[src/rtl/dma_xlate_pkg.sv]
package dma_xlate_pkg;
    localparam int BUS_W   = 32;
    localparam int DMA_W   = 34;
    localparam int PTE_W   = 64;
    localparam int CMP_LO  = 20;
    localparam int OFS_W   = 13;
    localparam logic [BUS_W-1:0] CMP_FIELD = 32'hFFF0_0000;

    typedef struct packed {
        logic             hit;
        logic             sg;
        logic [DMA_W-1:0] dir_addr;
        logic [DMA_W-1:0] pte_addr;
    } lane_t;

    typedef enum logic [1:0] {ST_IDLE, ST_MREQ, ST_MWAIT} xl_state_t;

    function automatic logic [DMA_W-1:0] widen(input logic [BUS_W-1:0] v);
        return {{(DMA_W-BUS_W){1'b0}}, v};
    endfunction

    function automatic logic [DMA_W-1:0] direct_xlate(input logic [BUS_W-1:0] bus,
                                                       input logic [BUS_W-1:0] msk,
                                                       input logic [DMA_W-1:0] tba);
        logic [DMA_W-1:0] keep;
        keep = widen((msk & CMP_FIELD) | ~CMP_FIELD);
        return (tba & ~keep) | (widen(bus) & keep);
    endfunction

    function automatic logic [DMA_W-1:0] entry_addr(input logic [BUS_W-1:0] bus,
                                                     input logic [BUS_W-1:0] msk,
                                                     input logic [DMA_W-1:0] tba);
        logic [DMA_W-1:0] tbl_keep;
        logic [BUS_W-1:0] idx_sel;
        tbl_keep = ~(widen((msk & CMP_FIELD) >> 10) | 34'h3FF);
        idx_sel  = (msk & CMP_FIELD) | (32'h7F << 13);
        return (tba & tbl_keep) | widen((bus & idx_sel) >> 10);
    endfunction

    function automatic logic [DMA_W-1:0] sg_xlate(input logic [PTE_W-1:0] ent,
                                                   input logic [OFS_W-1:0] ofs);
        return {ent[DMA_W-OFS_W:1], ofs};
    endfunction
endpackage

[src/rtl/dma_xlate_win.sv]
module dma_xlate_win
    import dma_xlate_pkg::*;
(
    input  logic [BUS_W-1:0] bus_addr,
    input  logic [BUS_W-1:0] base,
    input  logic [BUS_W-1:0] msk,
    input  logic [DMA_W-1:0] tba,
    output lane_t            lane
);
    logic [BUS_W-1:0] cmp;
    logic             match;
    logic             unused_cfg;

    assign cmp        = ~msk & CMP_FIELD;
    assign match      = ((bus_addr ^ base) & cmp) == '0;
    assign unused_cfg = ^{base[CMP_LO-1:2]};

    always_comb begin
        lane.hit      = match && base[0];
        lane.sg       = base[1];
        lane.dir_addr = direct_xlate(bus_addr, msk, tba);
        lane.pte_addr = entry_addr(bus_addr, msk, tba);
    end
endmodule

[src/rtl/dma_xlate_pick.sv]
module dma_xlate_pick
    import dma_xlate_pkg::*;
#(
    parameter int NUM_WIN = 4
) (
    input  lane_t lanes [NUM_WIN],
    output lane_t win
);
    always_comb begin
        win = '0;
        for (int i = NUM_WIN - 1; i >= 0; i--) begin
            if (lanes[i].hit) win = lanes[i];
        end
    end
endmodule

[src/rtl/dma_window_xlate.sv]
module dma_window_xlate
    import dma_xlate_pkg::*;
#(
    parameter int NUM_WIN = 4
) (
    input  logic                     clk,
    input  logic                     rst,
    input  logic                     req_valid,
    output logic                     req_ready,
    input  logic [BUS_W-1:0]         req_addr,
    input  logic [NUM_WIN*BUS_W-1:0] cfg_base,
    input  logic [NUM_WIN*BUS_W-1:0] cfg_mask,
    input  logic [NUM_WIN*DMA_W-1:0] cfg_tba,
    output logic                     rsp_valid,
    output logic [DMA_W-1:0]         rsp_addr,
    output logic                     rsp_hit,
    output logic                     rsp_sg,
    output logic                     mrd_valid,
    input  logic                     mrd_ready,
    output logic [DMA_W-1:0]         mrd_addr,
    input  logic                     mrd_rsp_valid,
    input  logic [PTE_W-1:0]         mrd_rsp_data
);
    lane_t            lanes [NUM_WIN];
    lane_t            win;
    xl_state_t        state;
    logic [DMA_W-1:0] pte_q;
    logic [OFS_W-1:0] ofs_q;
    logic             accept;
    logic             unused_ent;

    assign unused_ent = ^{mrd_rsp_data[PTE_W-1:DMA_W-OFS_W+1], mrd_rsp_data[0]};

    for (genvar w = 0; w < NUM_WIN; w++) begin : g_win
        dma_xlate_win u_win (
            .bus_addr (req_addr),
            .base     (cfg_base[w*BUS_W +: BUS_W]),
            .msk      (cfg_mask[w*BUS_W +: BUS_W]),
            .tba      (cfg_tba[w*DMA_W +: DMA_W]),
            .lane     (lanes[w])
        );
    end

    dma_xlate_pick #(.NUM_WIN(NUM_WIN)) u_pick (
        .lanes (lanes),
        .win   (win)
    );

    assign req_ready = (state == ST_IDLE);
    assign accept    = req_valid && req_ready;
    assign mrd_valid = (state == ST_MREQ);
    assign mrd_addr  = pte_q;

    always_ff @(posedge clk) begin
        if (rst) begin
            state     <= ST_IDLE;
            rsp_valid <= 1'b0;
            rsp_addr  <= '0;
            rsp_hit   <= 1'b0;
            rsp_sg    <= 1'b0;
            pte_q     <= '0;
            ofs_q     <= '0;
        end else begin
            rsp_valid <= 1'b0;
            case (state)
                ST_IDLE: if (accept) begin
                    if (win.hit && win.sg) begin
                        pte_q <= win.pte_addr;
                        ofs_q <= req_addr[OFS_W-1:0];
                        state <= ST_MREQ;
                    end else begin
                        rsp_valid <= 1'b1;
                        rsp_hit   <= win.hit;
                        rsp_sg    <= 1'b0;
                        rsp_addr  <= win.hit ? win.dir_addr : widen(req_addr);
                    end
                end
                ST_MREQ: if (mrd_ready) state <= ST_MWAIT;
                ST_MWAIT: if (mrd_rsp_valid) begin
                    rsp_valid <= 1'b1;
                    rsp_hit   <= 1'b1;
                    rsp_sg    <= 1'b1;
                    rsp_addr  <= sg_xlate(mrd_rsp_data, ofs_q);
                    state     <= ST_IDLE;
                end
                default: state <= ST_IDLE;
            endcase
        end
    end

    // no new request while a table read is pending
    p_busy_no_ready_r10: assert property (@(posedge clk) disable iff (rst)
        mrd_valid |-> !req_ready);

    // read request held steady until taken
    p_mrd_hold_r5: assert property (@(posedge clk) disable iff (rst)
        mrd_valid && !mrd_ready |=> mrd_valid && $stable(mrd_addr));

    // direct or miss answers on the next edge
    p_fast_rsp_r9: assert property (@(posedge clk) disable iff (rst)
        accept && !(win.hit && win.sg) |=> rsp_valid);

    // scatter-gather starts a read, no immediate answer
    p_sg_defer_r10: assert property (@(posedge clk) disable iff (rst)
        accept && win.hit && win.sg |=> !rsp_valid && mrd_valid);

    // a miss is never flagged as scatter-gather
    p_miss_flags_r8: assert property (@(posedge clk) disable iff (rst)
        rsp_valid && !rsp_hit |-> !rsp_sg);

    // after a scatter-gather answer the port is free again
    p_sg_release_r10: assert property (@(posedge clk) disable iff (rst)
        rsp_valid && rsp_sg |-> req_ready);
endmodule

[config.mk]
export PLATFORM = sky130hd
export DESIGN_NAME = dma_window_xlate
export DESIGN_NICKNAME = d
export VERILOG_FILES = /design/src/rtl/dma_xlate_pkg.sv /design/src/rtl/dma_xlate_win.sv /design/src/rtl/dma_xlate_pick.sv /design/src/rtl/dma_window_xlate.sv
export SDC_FILE = /design/constraint.sdc
export NUM_CORES = 1
export LEC_CHECK = 0
export ABC_AREA = 1
export BUFFER_PORTS_ARGS = -buffer_cell sky130_fd_sc_hd__clkbuf_2
export CORE_AREA = 3 3 222 224
export DETAILED_ROUTE_END_ITERATION = 8
export DIE_AREA = 0 0 225 227
export GPL_TIMING_DRIVEN = 0
export PLACE_DENSITY = 0.49
export SYNTH_ARGS = -nofsm -noshare
export SYNTH_HDL_FRONTEND = slang
export SYNTH_SLANG_ARGS = --single-unit
[constraint.sdc]
create_clock -name clk -period 5.1 [get_ports clk]
set_clock_uncertainty 0.05 [all_clocks]
set_input_delay 0.255 -clock clk [delete_from_list [all_inputs] [get_ports clk]]
set_output_delay 0.255 -clock clk [all_outputs]
set_load 0.02 [all_outputs]
* Word level (Yosys, flattened, before mapping)
Cells that the tools add are included.
** Word-level totals
- Register bits after elaboration :: 86
- Logic and storage cells :: 98
** Cells by class
- Equal/unequal tests :: 7
- Muxes and demuxes :: 25
- Bitwise gates (word level) :: 44
- Reduce and logical (&&, ||, !) cells :: 15
** Operator list (number)
- 32-bit AND :: 12
- 70-bit two-way mux :: 4
- 34-bit AND :: 8
- 34-bit two-way mux :: 4
- 22-bit NOT with 34-bit output :: 4
- 32-bit NOT with 34-bit output :: 4
- 34-bit by 22-bit OR with 34-bit output :: 4
- 34-bit OR :: 4
- 32-bit logical NOT :: 4
- 32-bit NOT :: 4
- 32-bit XOR :: 4
- 34-bit one-hot mux with 2 select lines :: 1
- 1-bit two-way mux :: 8
- 2-bit two-way mux :: 4
- 4-bit AND reduction :: 2
- 1-bit logical AND :: 6
- 2-bit by 1-bit != test with 1-bit output, second input constant :: 3
- 1-bit one-hot mux with 2 select lines :: 3
- 2-bit one-hot mux with 3 select lines :: 1
- 2-bit != test, second input constant :: 2
- 3-bit AND reduction :: 1
- 2-bit by 1-bit == test with 1-bit output, second input constant :: 1
- 2-bit == test, second input constant :: 1
- 2-bit logical NOT :: 1
- 2-bit nonzero test :: 1

* Depth between registers and ports, before layout
- Depth after elaboration :: 12
- Gate-level depth with buffers :: 18
- Mapped depth without buffers :: 16

* Cells and area by module
A second synthesis with hierarchy kept.
** Second synthesis, totals
- Cells, all modules :: 1899
- Area total of the unflattened synthesis :: 9888.2 um2
** Modules (own cells, without submodules)
- dma_window_xlate :: times used 1, cells each 553, area each 3819.9 um2, sequential area each 1721.7 um2
- dma_xlate_win :: times used 4, cells each 184, area each 880.8 um2, sequential area each 0.0 um2
- dma_xlate_pick :: times used 1, cells each 610, area each 2544.9 um2, sequential area each 0.0 um2

* Least setup slack after synthesis
OpenSTA, ideal clock, no wires.
- Path type :: input to register
- From :: in req_addr[23]
- To :: reg rsp_hit
- Library setup time :: 0.116 ns
- Data arrival time :: 1.797 ns
- Data required time :: 4.934 ns
- Setup slack :: 3.137 ns
- Stages :: 17
- Buffers on the path :: 3
- Cell sequence :: buf_4 inv_2 nand2_1 nand3_1 nand2_1 inv_1 nand3_1 nor2_2 buf_6 nand2_1 nand2_1 nor2_4 nand3_4 nand2_4 buf_4 o21ai_0 nor2_1
** Between the ends
- Cells in the longest elaborated chain, start to end :: 11
** Ends and longest elaborated chain
- start: declaration :: line dma_window_xlate.sv:10 : input logic [BUS_W-1:0] req_addr,
- 32-bit XOR :: line dma_xlate_win.sv:15 : assign match = ((bus_addr ^ base) & cmp) == '0;
- 32-bit AND :: line dma_xlate_win.sv:15
- 32-bit logical NOT :: line dma_xlate_win.sv:15
- 1-bit logical AND :: line dma_xlate_win.sv:19 : lane.hit = match && base[0];
- 70-bit two-way mux (3 in series) :: line dma_xlate_pick.sv:12 : if (lanes[i].hit) win = lanes[i];
- 70-bit two-way mux * :: line dma_xlate_pick.sv:12
- 1-bit two-way mux / 1-bit logical AND (equally long branches) :: line dma_window_xlate.sv:67 : if (win.hit && win.sg) begin
- 1-bit two-way mux / 2-bit != test (equally long branches)
- 1-bit one-hot mux with 2 select lines / 4-bit AND reduction (equally long branches)
- end signal: assignment :: line dma_window_xlate.sv:73 : rsp_hit <= win.hit;
- end: declaration :: line dma_window_xlate.sv:16 : output logic rsp_hit,
Mark *: on every way between the ends. The rest lies on a longest branch, timed or not. The select of a mux whose other input is x is not followed.
A chain may end at the register's enable or synchronous reset.

* Worst setup path in the final report
- From :: in req_addr[26]
- To :: reg rsp_addr[26]
** Between the ends
- Cells in the longest elaborated chain, start to end :: 12
** Ends and longest elaborated chain
- 32-bit XOR :: line dma_xlate_win.sv:15
- 32-bit AND :: line dma_xlate_win.sv:15
- 32-bit logical NOT :: line dma_xlate_win.sv:15
- 1-bit logical AND :: line dma_xlate_win.sv:19
- 70-bit two-way mux (4 in series) :: line dma_xlate_pick.sv:12
- 34-bit two-way mux :: line dma_window_xlate.sv:75 : rsp_addr <= win.hit ? win.dir_addr : widen(req_addr);
- 34-bit two-way mux :: line dma_window_xlate.sv:67
- 34-bit two-way mux :: line dma_window_xlate.sv:66 : ST_IDLE: if (accept) begin
- 34-bit one-hot mux with 2 select lines :: line dma_window_xlate.sv:65 : case (state)
- end signal: assignment :: line dma_window_xlate.sv:75
- end signal: assignment :: line dma_window_xlate.sv:83 : rsp_addr <= sg_xlate(mrd_rsp_data, ofs_q);
- end: declaration :: line dma_window_xlate.sv:15 : output logic [DMA_W-1:0] rsp_addr,
Several ways; a longest one is shown, not always the timed one. The select of a mux whose other input is x is not followed.

==> run metrics <==
status=finished, final reports clean; Sink Count=between 80 and 90; Starting Density=15.14%; Total GRT Usage=18.79%; RSZ-0062 raised after global routing=false; DIE WIDTH=225 microns; Filler Cell Count=about 5,600; slowest CP cell=clkbuf_1; register area share after synthesis=between 20% and 30%; commonest cells after routing, fill and taps aside=nand2_1, clkbuf_2, inv_1; hold_buf cts=0; Synth Cell Area=slightly above 7000 sq um; YS warnings=0; cell family with most CP delay=simple AND/OR/NAND/NOR gates; fraction of the mapped netlist area in adder cells=0%; postcts setup bufs=0; Critical Path Start=req_addr[26]; number of enable flip-flop cells after synthesis=0; DRC=0; reg2reg setup slack=3.03 ns; CTS Buf Count=9; fin cells=roughly 2,300; Root Buffer=clkbuf_16; Setup TNS Final=0 ns; ys flop type=dfxtp_1; cell area power density=188.8 nW/um^2; Mapped Cells=roughly 1,400; crit-path max FO=10; CP Buf/Inv Count=3; worst vdd ir=about 150 uV; largest family of logic cells by synthesized area=simple AND/OR/NAND/NOR gates; initial antenna violation count=15; cts repair resizes=0; Detail Placement HPWL=41,990 microns; final setup vio count=0; CTS clk-pin slew, worst paths=roughly 0.07 ns; first-pass GRT wire length=67,610 microns; Lkg Pwr=between 5 and 6 nW; CP startpoint kind=input pin; Synth cell types=34; post-synthesis mux area share=0%; final hold vios=0; Most common cell on crit path=nand2_1; minimum clock period=around 2.9 ns; via count=approximately 9,900; maximum clock path buffer count=2; die footprint=just over 50,000 sq um; Boundary Pins=about 570; compound-cell area share of the yosys netlist=roughly 17%; HP Start=req_addr[3]; min-delay worst type=input pin to flip-flop; most common cell after layout, fill and taps aside=nand2_1; Design Area, Final=~10000 sq um; CP arrival=~3.2 ns; # placed instances=about 2,300; Tcrit/Tclk final=a little under three fifths; CP peak stage delay=0.69 ns; FF/Latch Area=about 1700 sq um; CP Data Required Time=roughly 5.4 ns; CP Class=input pin to flip-flop; grt total ovfl=0; reg-to-reg startpoint=state[0]$_SDFFE_PP0P_; flops & latches, synth=a little over 80; Port Buf Inserts=317; GPL Wtd Cong=0.8730; area of the multi-input gates=~4400 sq um; Rows=80; vias per cell=roughly 4.3; largest net degree at the start of global routing=16; simple-gate area share of the yosys netlist=around 44%; Die Y-Extent=between 200 and 250 microns; Tot Pwr=roughly 1.9 mW; Placeable Area=approximately 48,000 sq um; Post-Place Cell Area=approximately 9600 sq um; Least-Margin Pin Slew=between 1 and 1.5 ns; router iterations before antenna repair=7; DR iter-0 viols=approximately 800; Routed Antenna Nets=0; vias in the first global route=about 9,600; post-synthesis xor/xnor area fraction=0%; Fin Hold WS=0.08080 ns; layout cell share with drive strength beyond 1=23.84%; worst setup margin=around 2.2 ns; CTS tree=done; worst rel slew slack=between 20 and 30%; H-tree Lvls=3; CP endpoint kind=flip-flop; synthesis-to-layout area growth=37.17%; Peak Freq=about 340 MHz; CP cell instances=buf_4, inv_2, nand2_1, nand3_1, nand2_1, nor2_1, nand2_1, nor2_4, clkbuf_1, nand2_1, nand2_1, nand2_1, a21oi_1, nor2_1, nor2_1; Slew Limit Fails=0; Avg Synthesized Cell Area=around 5.3 sq um; WL/cell=between 20 and 25 microns; Nets=between 2,000 and 2,500; drt total wl=49,390 microns; pre-CTS setup slack=approximately 1.9 ns; Clk Latency, worst-skew pair=0.36 ns; Max-Cap Viols=0; Finished Core Util=around 21%; ys async rst share=0%
==> final timing paths <==
kind                                    end  depth (start not counted)
setup / recovery  rsp_addr[26]$_SDFFE_PP0P_                         15
hold / removal        ofs_q[3]$_SDFFE_PP0P_                          3
setup reg to reg  rsp_addr[26]$_SDFFE_PP0P_                          7
hold reg to reg   mrd_addr[15]$_SDFFE_PP0P_                          2
==> cells by family after synthesis <==
group	count (synthesis)
simple gates	777
compound gates	233
buf+inv	257
other cells	1
flops	83
==> where the power goes <==
group	switching [mW]	total [mW]	internal (mW)
Sequential	0.0102	0.676	0.666
Clock	0.303	0.687	0.384
Combinational	0.325	0.500	0.175
Total	0.638	1.86	1.23
==> worst min-delay path, cell delays in order <==
cell,delay [ns]
clkbuf_2,0.09
nand2_1,0.05
a21oi_1,0.05
==> synthesized netlist by cell type, types with 7 or more instances <==
cell      instances  share of area (%)
nand3b_1         10                1.0
nand3_1          97                6.7
dfxtp_1          83                 23
nor2_1          133                6.9
a21oi_1         124                8.6
inv_2            11               0.57
buf_4            19                2.0
buf_2            18                1.3
nand2_1         510                 27
o211ai_1          7               0.73
clkbuf_1         23                1.2
o21ai_0          81                5.6
inv_1           176                9.2
==> layer usage <==
metal | global-route usage, % | vias up | part of all wire, %
met5 | 0 | - | 0.29
met4 | 5.659 | 20 | 2.7
met3 | 5.880 | 67 | 10
met1 | 25.52 | 4487 | 46
met2 | 28.56 | 496 | 41
li1 | - | 4879 | -
==> flip-flops by register name, indices dropped and copies added, names as in the netlist <==
signal / cells
rsp_addr: 34
mrd_addr: 31
ofs_q: 13
state: 2
rsp_hit: 1
rsp_sg: 1
rsp_valid: 1
==> layout make-up <==
class	instances	share of cell area [%]
clock inverter	7	0.7731
multi-input combinational	1013	45.03
tap	615	7.795
buffer	69	3.954
inverter	188	7.161
clock buffer	9	2.281
sequential	83	16.83
timing repair buffer	317	16.07
antenna	4	0.1014
Note: power is estimated with default switching activity, not from simulation.
